<file path="src/rtl/clkspi_pkg.sv">
package clkspi_pkg;
  localparam int DATA_W  = 8;
  localparam int ADDR_W  = 7;
  localparam int CNT_W   = 2;
  localparam int INSTR_W = 16;
  localparam int PAD_W   = INSTR_W - 1 - CNT_W - ADDR_W;
  localparam int FRAME_W = INSTR_W + DATA_W;

  typedef enum logic [1:0] {
    ST_IDLE  = 2'd0,
    ST_LOW   = 2'd1,
    ST_HIGH  = 2'd2,
    ST_TRAIL = 2'd3
  } spi_state_e;

  function automatic logic [FRAME_W-1:0] make_frame(
    input logic              rd,
    input logic [CNT_W-1:0]  cnt,
    input logic [ADDR_W-1:0] addr,
    input logic [DATA_W-1:0] data
  );
    return {rd, cnt, {PAD_W{1'b0}}, addr, data};
  endfunction
endpackage

</file>
<file path="src/rtl/clkspi_tick.sv">
module clkspi_tick #(
  parameter int DIV_W = 2
) (
  input  logic             clk,
  input  logic             rst_n,
  input  logic             restart,
  input  logic             run,
  input  logic [DIV_W-1:0] sel,
  output logic             tick
);
  localparam int CW = 1 << DIV_W;

  logic [CW-1:0] cnt_q;
  logic [CW-1:0] lim;

  assign lim  = (CW'(1) << sel) - CW'(1);
  assign tick = run && (cnt_q == lim);

  always_ff @(posedge clk or negedge rst_n) begin
    if (!rst_n)        cnt_q <= '0;
    else if (restart)  cnt_q <= '0;
    else if (tick)     cnt_q <= '0;
    else if (run)      cnt_q <= cnt_q + CW'(1);
  end
endmodule

</file>
<file path="src/rtl/clkspi_ctrl.sv">
module clkspi_ctrl
  import clkspi_pkg::*;
#(
  parameter int NUM_DEV = 2
) (
  input  logic               clk,
  input  logic               rst_n,
  input  logic               start,
  input  logic [FRAME_W-1:0] frame,
  input  logic [NUM_DEV-1:0] mask,
  input  logic               tick,
  output logic               busy,
  output logic               sclk,
  output logic               mosi,
  output logic [NUM_DEV-1:0] cs_n,
  output logic               sample,
  output logic               done,
  output logic               rd_q
);
  localparam int BIT_W = $clog2(FRAME_W);
  localparam logic [BIT_W-1:0] LAST = BIT_W'(FRAME_W - 1);

  spi_state_e         state_q;
  logic [FRAME_W-1:0] sh_q;
  logic [BIT_W-1:0]   bit_q;

  assign busy   = (state_q != ST_IDLE);
  assign mosi   = busy & sh_q[FRAME_W-1];
  assign sample = tick && (state_q == ST_LOW);
  assign done   = tick && (state_q == ST_TRAIL);

  always_ff @(posedge clk or negedge rst_n) begin
    if (!rst_n) begin
      state_q <= ST_IDLE;
      sh_q    <= '0;
      bit_q   <= '0;
      sclk    <= 1'b0;
      cs_n    <= '1;
      rd_q    <= 1'b0;
    end else begin
      case (state_q)
        ST_IDLE: if (start) begin
          state_q <= ST_LOW;
          sh_q    <= frame;
          bit_q   <= '0;
          cs_n    <= ~mask;
          rd_q    <= frame[FRAME_W-1];
        end
        ST_LOW: if (tick) begin
          sclk    <= 1'b1;
          state_q <= ST_HIGH;
        end
        ST_HIGH: if (tick) begin
          sclk <= 1'b0;
          if (bit_q == LAST) begin
            state_q <= ST_TRAIL;
          end else begin
            bit_q   <= bit_q + BIT_W'(1);
            sh_q    <= {sh_q[FRAME_W-2:0], 1'b0};
            state_q <= ST_LOW;
          end
        end
        ST_TRAIL: if (tick) begin
          cs_n    <= '1;
          state_q <= ST_IDLE;
        end
        default: state_q <= ST_IDLE;
      endcase
    end
  end
endmodule

</file>
<file path="src/rtl/clkspi_rx.sv">
module clkspi_rx #(
  parameter int NUM_DEV = 2,
  parameter int DATA_W  = 8,
  parameter int RX_W    = 32
) (
  input  logic               clk,
  input  logic               rst_n,
  input  logic               sample,
  input  logic               done,
  input  logic               rd,
  input  logic [NUM_DEV-1:0] sel,
  input  logic [NUM_DEV-1:0] miso,
  output logic [RX_W-1:0]    rx_word
);
  localparam int USED_W = NUM_DEV * DATA_W;

  for (genvar d = 0; d < NUM_DEV; d++) begin : g_lane
    logic [DATA_W-1:0] sh_q;
    logic [DATA_W-1:0] lane_q;

    always_ff @(posedge clk or negedge rst_n) begin
      if (!rst_n) begin
        sh_q   <= '0;
        lane_q <= '0;
      end else begin
        if (sample) sh_q <= {sh_q[DATA_W-2:0], miso[d]};
        if (done && rd && sel[d]) lane_q <= sh_q;
      end
    end

    assign rx_word[d*DATA_W +: DATA_W] = lane_q;
  end

  if (RX_W > USED_W) begin : g_pad
    assign rx_word[RX_W-1:USED_W] = '0;
  end
endmodule

</file>
<file path="src/rtl/clkdist_spi_master.sv">
module clkdist_spi_master
  import clkspi_pkg::*;
#(
  parameter int NUM_DEV = 2,
  parameter int DIV_W   = 2,
  parameter int STAT_W  = 16,
  parameter int RX_W    = 32,
  localparam int CFG_W  = DIV_W + NUM_DEV,
  localparam int CMD_W  = DATA_W + ADDR_W + CNT_W + 1 + NUM_DEV
) (
  input  logic               clk,
  input  logic               rst_n,
  input  logic               cfg_wr,
  input  logic [CFG_W-1:0]   cfg_wdata,
  output logic [RX_W-1:0]    cfg_rdata,
  input  logic [STAT_W-1:0]  status_in,
  input  logic               cmd_valid,
  output logic               cmd_ready,
  input  logic [CMD_W-1:0]   cmd_data,
  output logic [RX_W-1:0]    rx_word,
  output logic               sclk,
  output logic               mosi,
  output logic [NUM_DEV-1:0] cs_n,
  input  logic [NUM_DEV-1:0] miso,
  output logic [NUM_DEV-1:0] dev_rst_n
);
  localparam int A_LO = DATA_W;
  localparam int C_LO = A_LO + ADDR_W;
  localparam int R_B  = C_LO + CNT_W;
  localparam int M_LO = R_B + 1;
  localparam int PADR = RX_W - STAT_W - CFG_W;

  logic [DIV_W-1:0] div_q, div_run_q;
  logic busy, start, tick, sample, done, xfer_rd;
  logic [FRAME_W-1:0] frame;

  always_ff @(posedge clk or negedge rst_n) begin
    if (!rst_n) begin
      div_q     <= '0;
      dev_rst_n <= '0;
    end else if (cfg_wr) begin
      div_q     <= cfg_wdata[DIV_W-1:0];
      dev_rst_n <= cfg_wdata[CFG_W-1:DIV_W];
    end
  end

  always_ff @(posedge clk or negedge rst_n) begin
    if (!rst_n)     div_run_q <= '0;
    else if (start) div_run_q <= div_q;
  end

  assign cfg_rdata = {status_in, {PADR{1'b0}}, dev_rst_n, div_q};
  assign cmd_ready = !busy;
  assign start     = cmd_valid && cmd_ready;
  assign frame     = make_frame(cmd_data[R_B], cmd_data[R_B-1:C_LO],
                                cmd_data[C_LO-1:A_LO], cmd_data[A_LO-1:0]);

  clkspi_tick #(.DIV_W(DIV_W)) u_tick (
    .clk(clk), .rst_n(rst_n), .restart(start), .run(busy),
    .sel(div_run_q), .tick(tick)
  );

  clkspi_ctrl #(.NUM_DEV(NUM_DEV)) u_ctrl (
    .clk(clk), .rst_n(rst_n), .start(start), .frame(frame),
    .mask(cmd_data[M_LO +: NUM_DEV]), .tick(tick), .busy(busy),
    .sclk(sclk), .mosi(mosi), .cs_n(cs_n), .sample(sample),
    .done(done), .rd_q(xfer_rd)
  );

  clkspi_rx #(.NUM_DEV(NUM_DEV), .DATA_W(DATA_W), .RX_W(RX_W)) u_rx (
    .clk(clk), .rst_n(rst_n), .sample(sample), .done(done),
    .rd(xfer_rd), .sel(~cs_n), .miso(miso), .rx_word(rx_word)
  );
endmodule

</file>
<file path="config.mk">
export PLATFORM = sky130hd
export DESIGN_NAME = clkdist_spi_master
export DESIGN_NICKNAME = d
export VERILOG_FILES = /design/src/rtl/clkspi_pkg.sv /design/src/rtl/clkspi_tick.sv /design/src/rtl/clkspi_ctrl.sv /design/src/rtl/clkspi_rx.sv /design/src/rtl/clkdist_spi_master.sv
export SDC_FILE = /design/constraint.sdc
export NUM_CORES = 1
export LEC_CHECK = 0
export ABC_AREA = 1
export ABC_CLOCK_PERIOD_IN_PS = 1750
export BUFFER_PORTS_ARGS = -buffer_cell sky130_fd_sc_hd__buf_2
export CAP_MARGIN = 20
export CORE_UTILIZATION = 45
export CTS_CLUSTER_DIAMETER = 80
export DETAILED_ROUTE_END_ITERATION = 10
export PLACE_DENSITY = 0.72
export SETUP_SLACK_MARGIN = 0.1
export SLEW_MARGIN = 30
export SYNTH_ARGS = -nofsm -noshare
export SYNTH_HDL_FRONTEND = slang
export SYNTH_SLANG_ARGS = --single-unit
</file>
<file path="constraint.sdc">
create_clock -name clk -period 1.75 [get_ports clk]
set_input_delay 0.35 -clock clk [delete_from_list [all_inputs] [get_ports clk]]
set_output_delay 0.35 -clock clk [all_outputs]
set_load 0.005 [all_outputs]
</file>
[Yosys cells after proc, flatten, opt, wreduce, memory -nomap -nowiden]
Cells that the tools add are included.
Storage, ports and cells
  memory bits (writable): 0
  bits in registers: 77
  output and inout port bits: 71
  bits in read-only memories: 0
  memories: 0
  latch bits: 0
  word-level logic and storage cells: 73
Operators by class
  shift operators: 1
  reductions and logical operators: 19
  order comparisons: 0
  $add $sub $neg: 3
  divide/modulo/power cells: 0
  bitwise gates (word level): 3
  multiply operators: 0
  multiplexer cells: 23
  equality and inequality tests: 10
Operator list (count)
  24-bit 2-to-1 mux: 3
  24-bit case mux with 2 select lines: 1
  5-bit 2-to-1 mux: 3
  2-bit 2-to-1 mux: 7
  4-bit 2-to-1 mux: 3
  5-bit case mux with 2 select lines: 1
  2-bit case mux with 4 select lines: 1
  4-bit AND reduction: 2
  2-bit nonzero test: 4
  1-bit logical AND: 7
  2-bit by 1-bit != test with 1-bit output, second input constant: 3
  3-bit AND reduction: 2
  5-bit by 1-bit adder with 5-bit output, second input constant: 1
  5-bit == test, second input constant: 1
  4-bit by 1-bit adder with 4-bit output, second input constant: 1
  2-bit == test, second input constant: 2
  4-bit == test: 1
  2-bit != test, second input constant: 2
  2-bit inverter: 2
  2-bit case mux with 2 select lines: 1
  1-bit by 2-bit << shifter with 4-bit output, first input constant: 1
  4-bit by 2-bit subtractor with 4-bit output, second input constant: 1
  3-bit nonzero test: 1
  2-bit by 1-bit == test with 1-bit output, second input constant: 1
  other kinds (6): 7

[Logic depth before layout (Yosys ltp)]
  depth in word-level cells: 7
  gate-level depth with buffers: 12
  depth with buffers taken out: 10

[Hierarchy]
Synthesis repeated with hierarchy kept, for this count alone.
Second synthesis, totals
  cells, all modules: 512
  area, all modules: 4040.1 um^2
Modules (own cells, without submodules)
  clkspi_ctrl: instances 1, seq. area each 878.3 um^2, cells an instance 258, area each 1809.2 um^2
  clkspi_rx: instances 1, seq. area each 800.8 um^2, cells an instance 150, area each 1461.4 um^2
  clkdist_spi_master: instances 1, seq. area each 150.1 um^2, cells an instance 60, area each 473.0 um^2
  clkspi_tick: instances 1, seq. area each 100.1 um^2, cells an instance 44, area each 296.5 um^2

[Least setup slack after synthesis]
Ideal clock, no wire load.
  path kind: reg-to-reg
  start: register div_run_q[1]
  end: register u_ctrl.bit_q[1]
  path slack: 0.209 ns
  cell stages (with the launch flop): 11
  data arrival time: 1.424 ns
  period minus slack after synthesis: 1.541 ns
  setup time: 0.117 ns
  buffers on the path: 2
  cells stage by stage: dfrtp_1 -> o21ai_0 -> nand2_1 -> nor2_2 -> nand2_2 -> nand2_1 -> nand2_2 -> buf_6 -> buf_6 -> nand2_1 -> nand2_1
On the way
  longest elaborated chain between the ends: 6
RTL lines
  start: declaration: RTL line clkdist_spi_master.sv:33  | logic [DIV_W-1:0] div_q, div_run_q;
  start signal: assignment: RTL line clkdist_spi_master.sv:49  | else if (start) div_run_q <= div_q;
  1-bit by 2-bit << shifter with 4-bit output: RTL line clkspi_tick.sv:16  | assign lim = (CW'(1) << sel) - CW'(1);
  4-bit by 2-bit subtractor with 4-bit output: RTL line clkspi_tick.sv:16
  4-bit == test: RTL line clkspi_tick.sv:17  | assign tick = run && (cnt_q == lim);
  1-bit logical AND: RTL line clkspi_tick.sv:17
  2-bit by 1-bit != test with 1-bit output (no line)
  4-bit AND reduction (no line)
  end signal: assignment: RTL line clkspi_ctrl.sv:58  | bit_q <= bit_q + BIT_W'(1);
  end: declaration: RTL line clkspi_ctrl.sv:25  | logic [BIT_W-1:0] bit_q;
No other way between the ends.
A chain may end at the register's enable or synchronous reset.

[Final worst setup path]
  start: register div_run_q[1]
  end: register u_ctrl.bit_q[4]
Same word-level chain as after synthesis.

==> results.md <==
- Mapped Cells: approximately 420
- Core ar.: between 7000 and 8000 sq um
- DRT Pass-1 Iters: 5
- Synthesized flop and latch total: just under 80
- Slew Limit Fails: 0
- Syn avg cell area: a little under 9 sq um
- Fill count: around 700
- Ranking of synthesized cells by area: dfrtp_1, nand2_1, buf_4
- Flop-to-flop setup slack: 0.06 ns
- Hold slack: 0.1986 ns
- Yosys top cell by area: dfrtp_1
- Unrepaired setup endpoints after global routing: true
- TritonCTS buffer count: 9
- Post-Syn Area: between 3000 and 4000 sq um
- Syn-to-layout area delta: 19.21%
- Clock tree from TritonCTS: built
- Placed cells: around 560
- Clock root cell: clkbuf_8
- Ys async rst share: 100.0%
- Layout cells sized above 1: between 20 and 30%
- Yosys top cell area share: between 50% and 60%
- Maximum clock insertion buffer count: 2
- Post-synth top flop: dfrtp_1
- Residual DRC count: 0
- Power per cell area: between 1500 and 2000 nW/um^2
- Pin count of the biggest net entering global routing: 50
- Final setup vio count: 0
- Distinct cells, synth: 29
- Skew-Pair Late Insertion Delay: between 0.3 and 0.4 ns
- Final Cell Area: 4449 sq um
- Via count: between 2k and 3k
- CP endpoint: u_ctrl.bit_q[4]
- CP max FO: 6
- Post-DRT Antenna Nets: 0
- Chip height: between 90 and 100 um
- Initial Utilization: between 40% and 50%
- Most frequent cells after synthesis: nand2_1, dfrtp_1, buf_4, nand3_1, o21ai_0
- Setup crit start kind: flop
- Crit share post-route: between 90 and 100%
- RR Startpoint: div_run_q[1]
- Cells on Worst Hold Path: 3
- Vias in the first global route: 2640
- I/O Buffers: between 50 and 60
- Critical path launch point: div_run_q[1]
- Initial antenna violation count: 0
- Worst VDD drop: 0.9051 mV
- Sequential area share after synthesis: between 50 and 60%
- P_leak: about 0.0025 uW
- Clk pin slew, worst setup/hold paths: 0.09 ns
- First DRT Iteration DRCs: roughly 160
- First-pass GRT wire length: 12.01 mm
- Fin. Hold Viols: 0
- DIE WIDTH: between 90 and 100 um
- WL/cell: ~13 um
- Routed Wire Length: slightly below 8 mm
- Clock skew: approximately 0.014 ns
- Reg-to-Reg End: u_ctrl.bit_q[4]
- Final nets: approximately 540
- Minimum clock period: about 1.7 ns
- Rows: 32
- CP arrival: roughly 1.9 ns
- Num ports: 117
- Diodes inserted: 0
- Overflow after GRT: 0
- Status: complete, no violations
- Required time worst endpoint: approximately 2.0 ns
- Number of vias per cell: approximately 4.9
- Post-DP Area: just under 4000 sq um
- Crit Path Class: reg2reg
- Register area: between 1500 and 2000 sq um
- Synth warn: 0
- Hold crit path type: in2reg
- CTS sink cnt: 77
- Top-count cell post-synth: nand2_1
- CTS H-tree depth: 3
- Area of the multi-input gates: between 1500 and 2000 sq um
- Routability-driven placement congestion ratio: about 0.79
- Total track usage: approximately 18%
- Cells on worst reg2reg path: 9
- Die area: 8662 sq um
- Number of synthesized flops with an enable pin: 0
- Final Non-Filler Cells: 596
- Detailed placement HPWL: between 4 and 5 mm
- CP Capture Type: flop
- FMAX: roughly 600 MHz
- Max_cap viols: 0
worst min path at each step:
stage / to / slack (ns) / from
3_3_place_gp: u_rx.g_lane[1].lane_q[4] / 0.30 / rst_n
6_report: div_q[0] / 0.20 / cfg_wdata[0]
4_1_cts: div_q[0] / 0.19 / cfg_wdata[0]
2_1_floorplan: dev_rst_n[0] / 0.05 / rst_n
5_1_grt: dev_rst_n[1] / 0.20 / cfg_wdata[3]
3_5_place_dp: u_rx.g_lane[1].lane_q[4] / 0.30 / rst_n
cell usage in the layout (no fill, tap or decap), drive strengths merged, types with 2 or more instances in the layout:
master    count
nand2       137
clkinvlp      2
nor2         17
mux2i        17
dfstp         2
inv          20
buf          82
clkbuf       12
conb         28
nand4         3
or2           2
nand3        47
ha            2
nor3          2
dfrtp        75
a31oi         2
o21ai        33
clkinv        3
mux2          2
sequential cells by signal, indices dropped and copies added, names as in the netlist:
| register | cells |
|---|---|
| u_ctrl.sh_q | 24 |
| u_rx.g_lane.lane_q | 16 |
| u_rx.g_lane.sh_q | 16 |
| u_ctrl.bit_q | 5 |
| u_tick.cnt_q | 4 |
| dev_rst_n | 2 |
| div_q | 2 |
| div_run_q | 2 |
| u_ctrl.cs_n | 2 |
| u_ctrl.state_q | 2 |
| u_ctrl.rd_q | 1 |
| u_ctrl.sclk | 1 |
layer usage:
| layer | GRT usage [%] | wire (um) | part of all wire (%) |
|---|---|---|---|
| met4 | 4.359 | 87 | 1.1 |
| met2 | 29.90 | 3926 | 51 |
| met3 | 6.667 | 438 | 5.7 |
| met1 | 21.92 | 3297 | 43 |
| met5 | 0 | 0 | 0 |
logic make-up after synthesis:
group | after synthesis | synth area share [%]
muxes | 19 | 5.162
other | 1 | 0.1005
buffers and inverters | 76 | 12.94
xor gates and xnor gates | 2 | 0.4694
AOI/OAI and AO/OA | 37 | 5.263
DFF | 77 | 51.69
and+or+nand+nor | 208 | 23.70
adders and majority gates | 2 | 0.6704
metrics by stage:
step	utilization (%)	setup TNS (ns)	setup slack [ns]	total power (uW)
floorplan	-	0	0.2094	4589
global placement	50.24	0	0.1152	5193
detailed placement	50.24	0	0.06058	5326
global route	56.41	-0.04634	-0.03339	8031
finish	56.41	0	0.05922	7486
CTS	53.39	0	0.1060	6788
layout make-up:
class / count / share of cell area [%]
sequential: 77 / 43.48
multi-input combinational: 296 / 34.00
inverter: 19 / 1.603
tap: 102 / 2.868
timing repair buffer: 86 / 13.47
clock buffer: 9 / 2.784
clock inverter: 7 / 1.800
power by group:
group          switching, uW  internal (uW)
clock                    717            675
sequential               447           2400
combinational           1840           1400
total                   3010           4480
timing repair:
item	CTS	global route
pin swaps	1	6
setup endpoints to repair	54	45
setup buffers	4	6
endpoints found under the hold margin	25	0
hold buffers	1	0
gates resized for setup	5	32
gates cloned	0	5
critical path, stage by stage (launching register included):
cell	delay, ns
dfrtp_2	0.45
o21ai_1	0.20
nand2_2	0.12
nor2_4	0.14
nand2_4	0.10
nand2_4	0.11
nand2_8	0.09
clkbuf_16	0.18
nand2_1	0.06
o21ai_1	0.10
(Power assumes the default switching activity.)
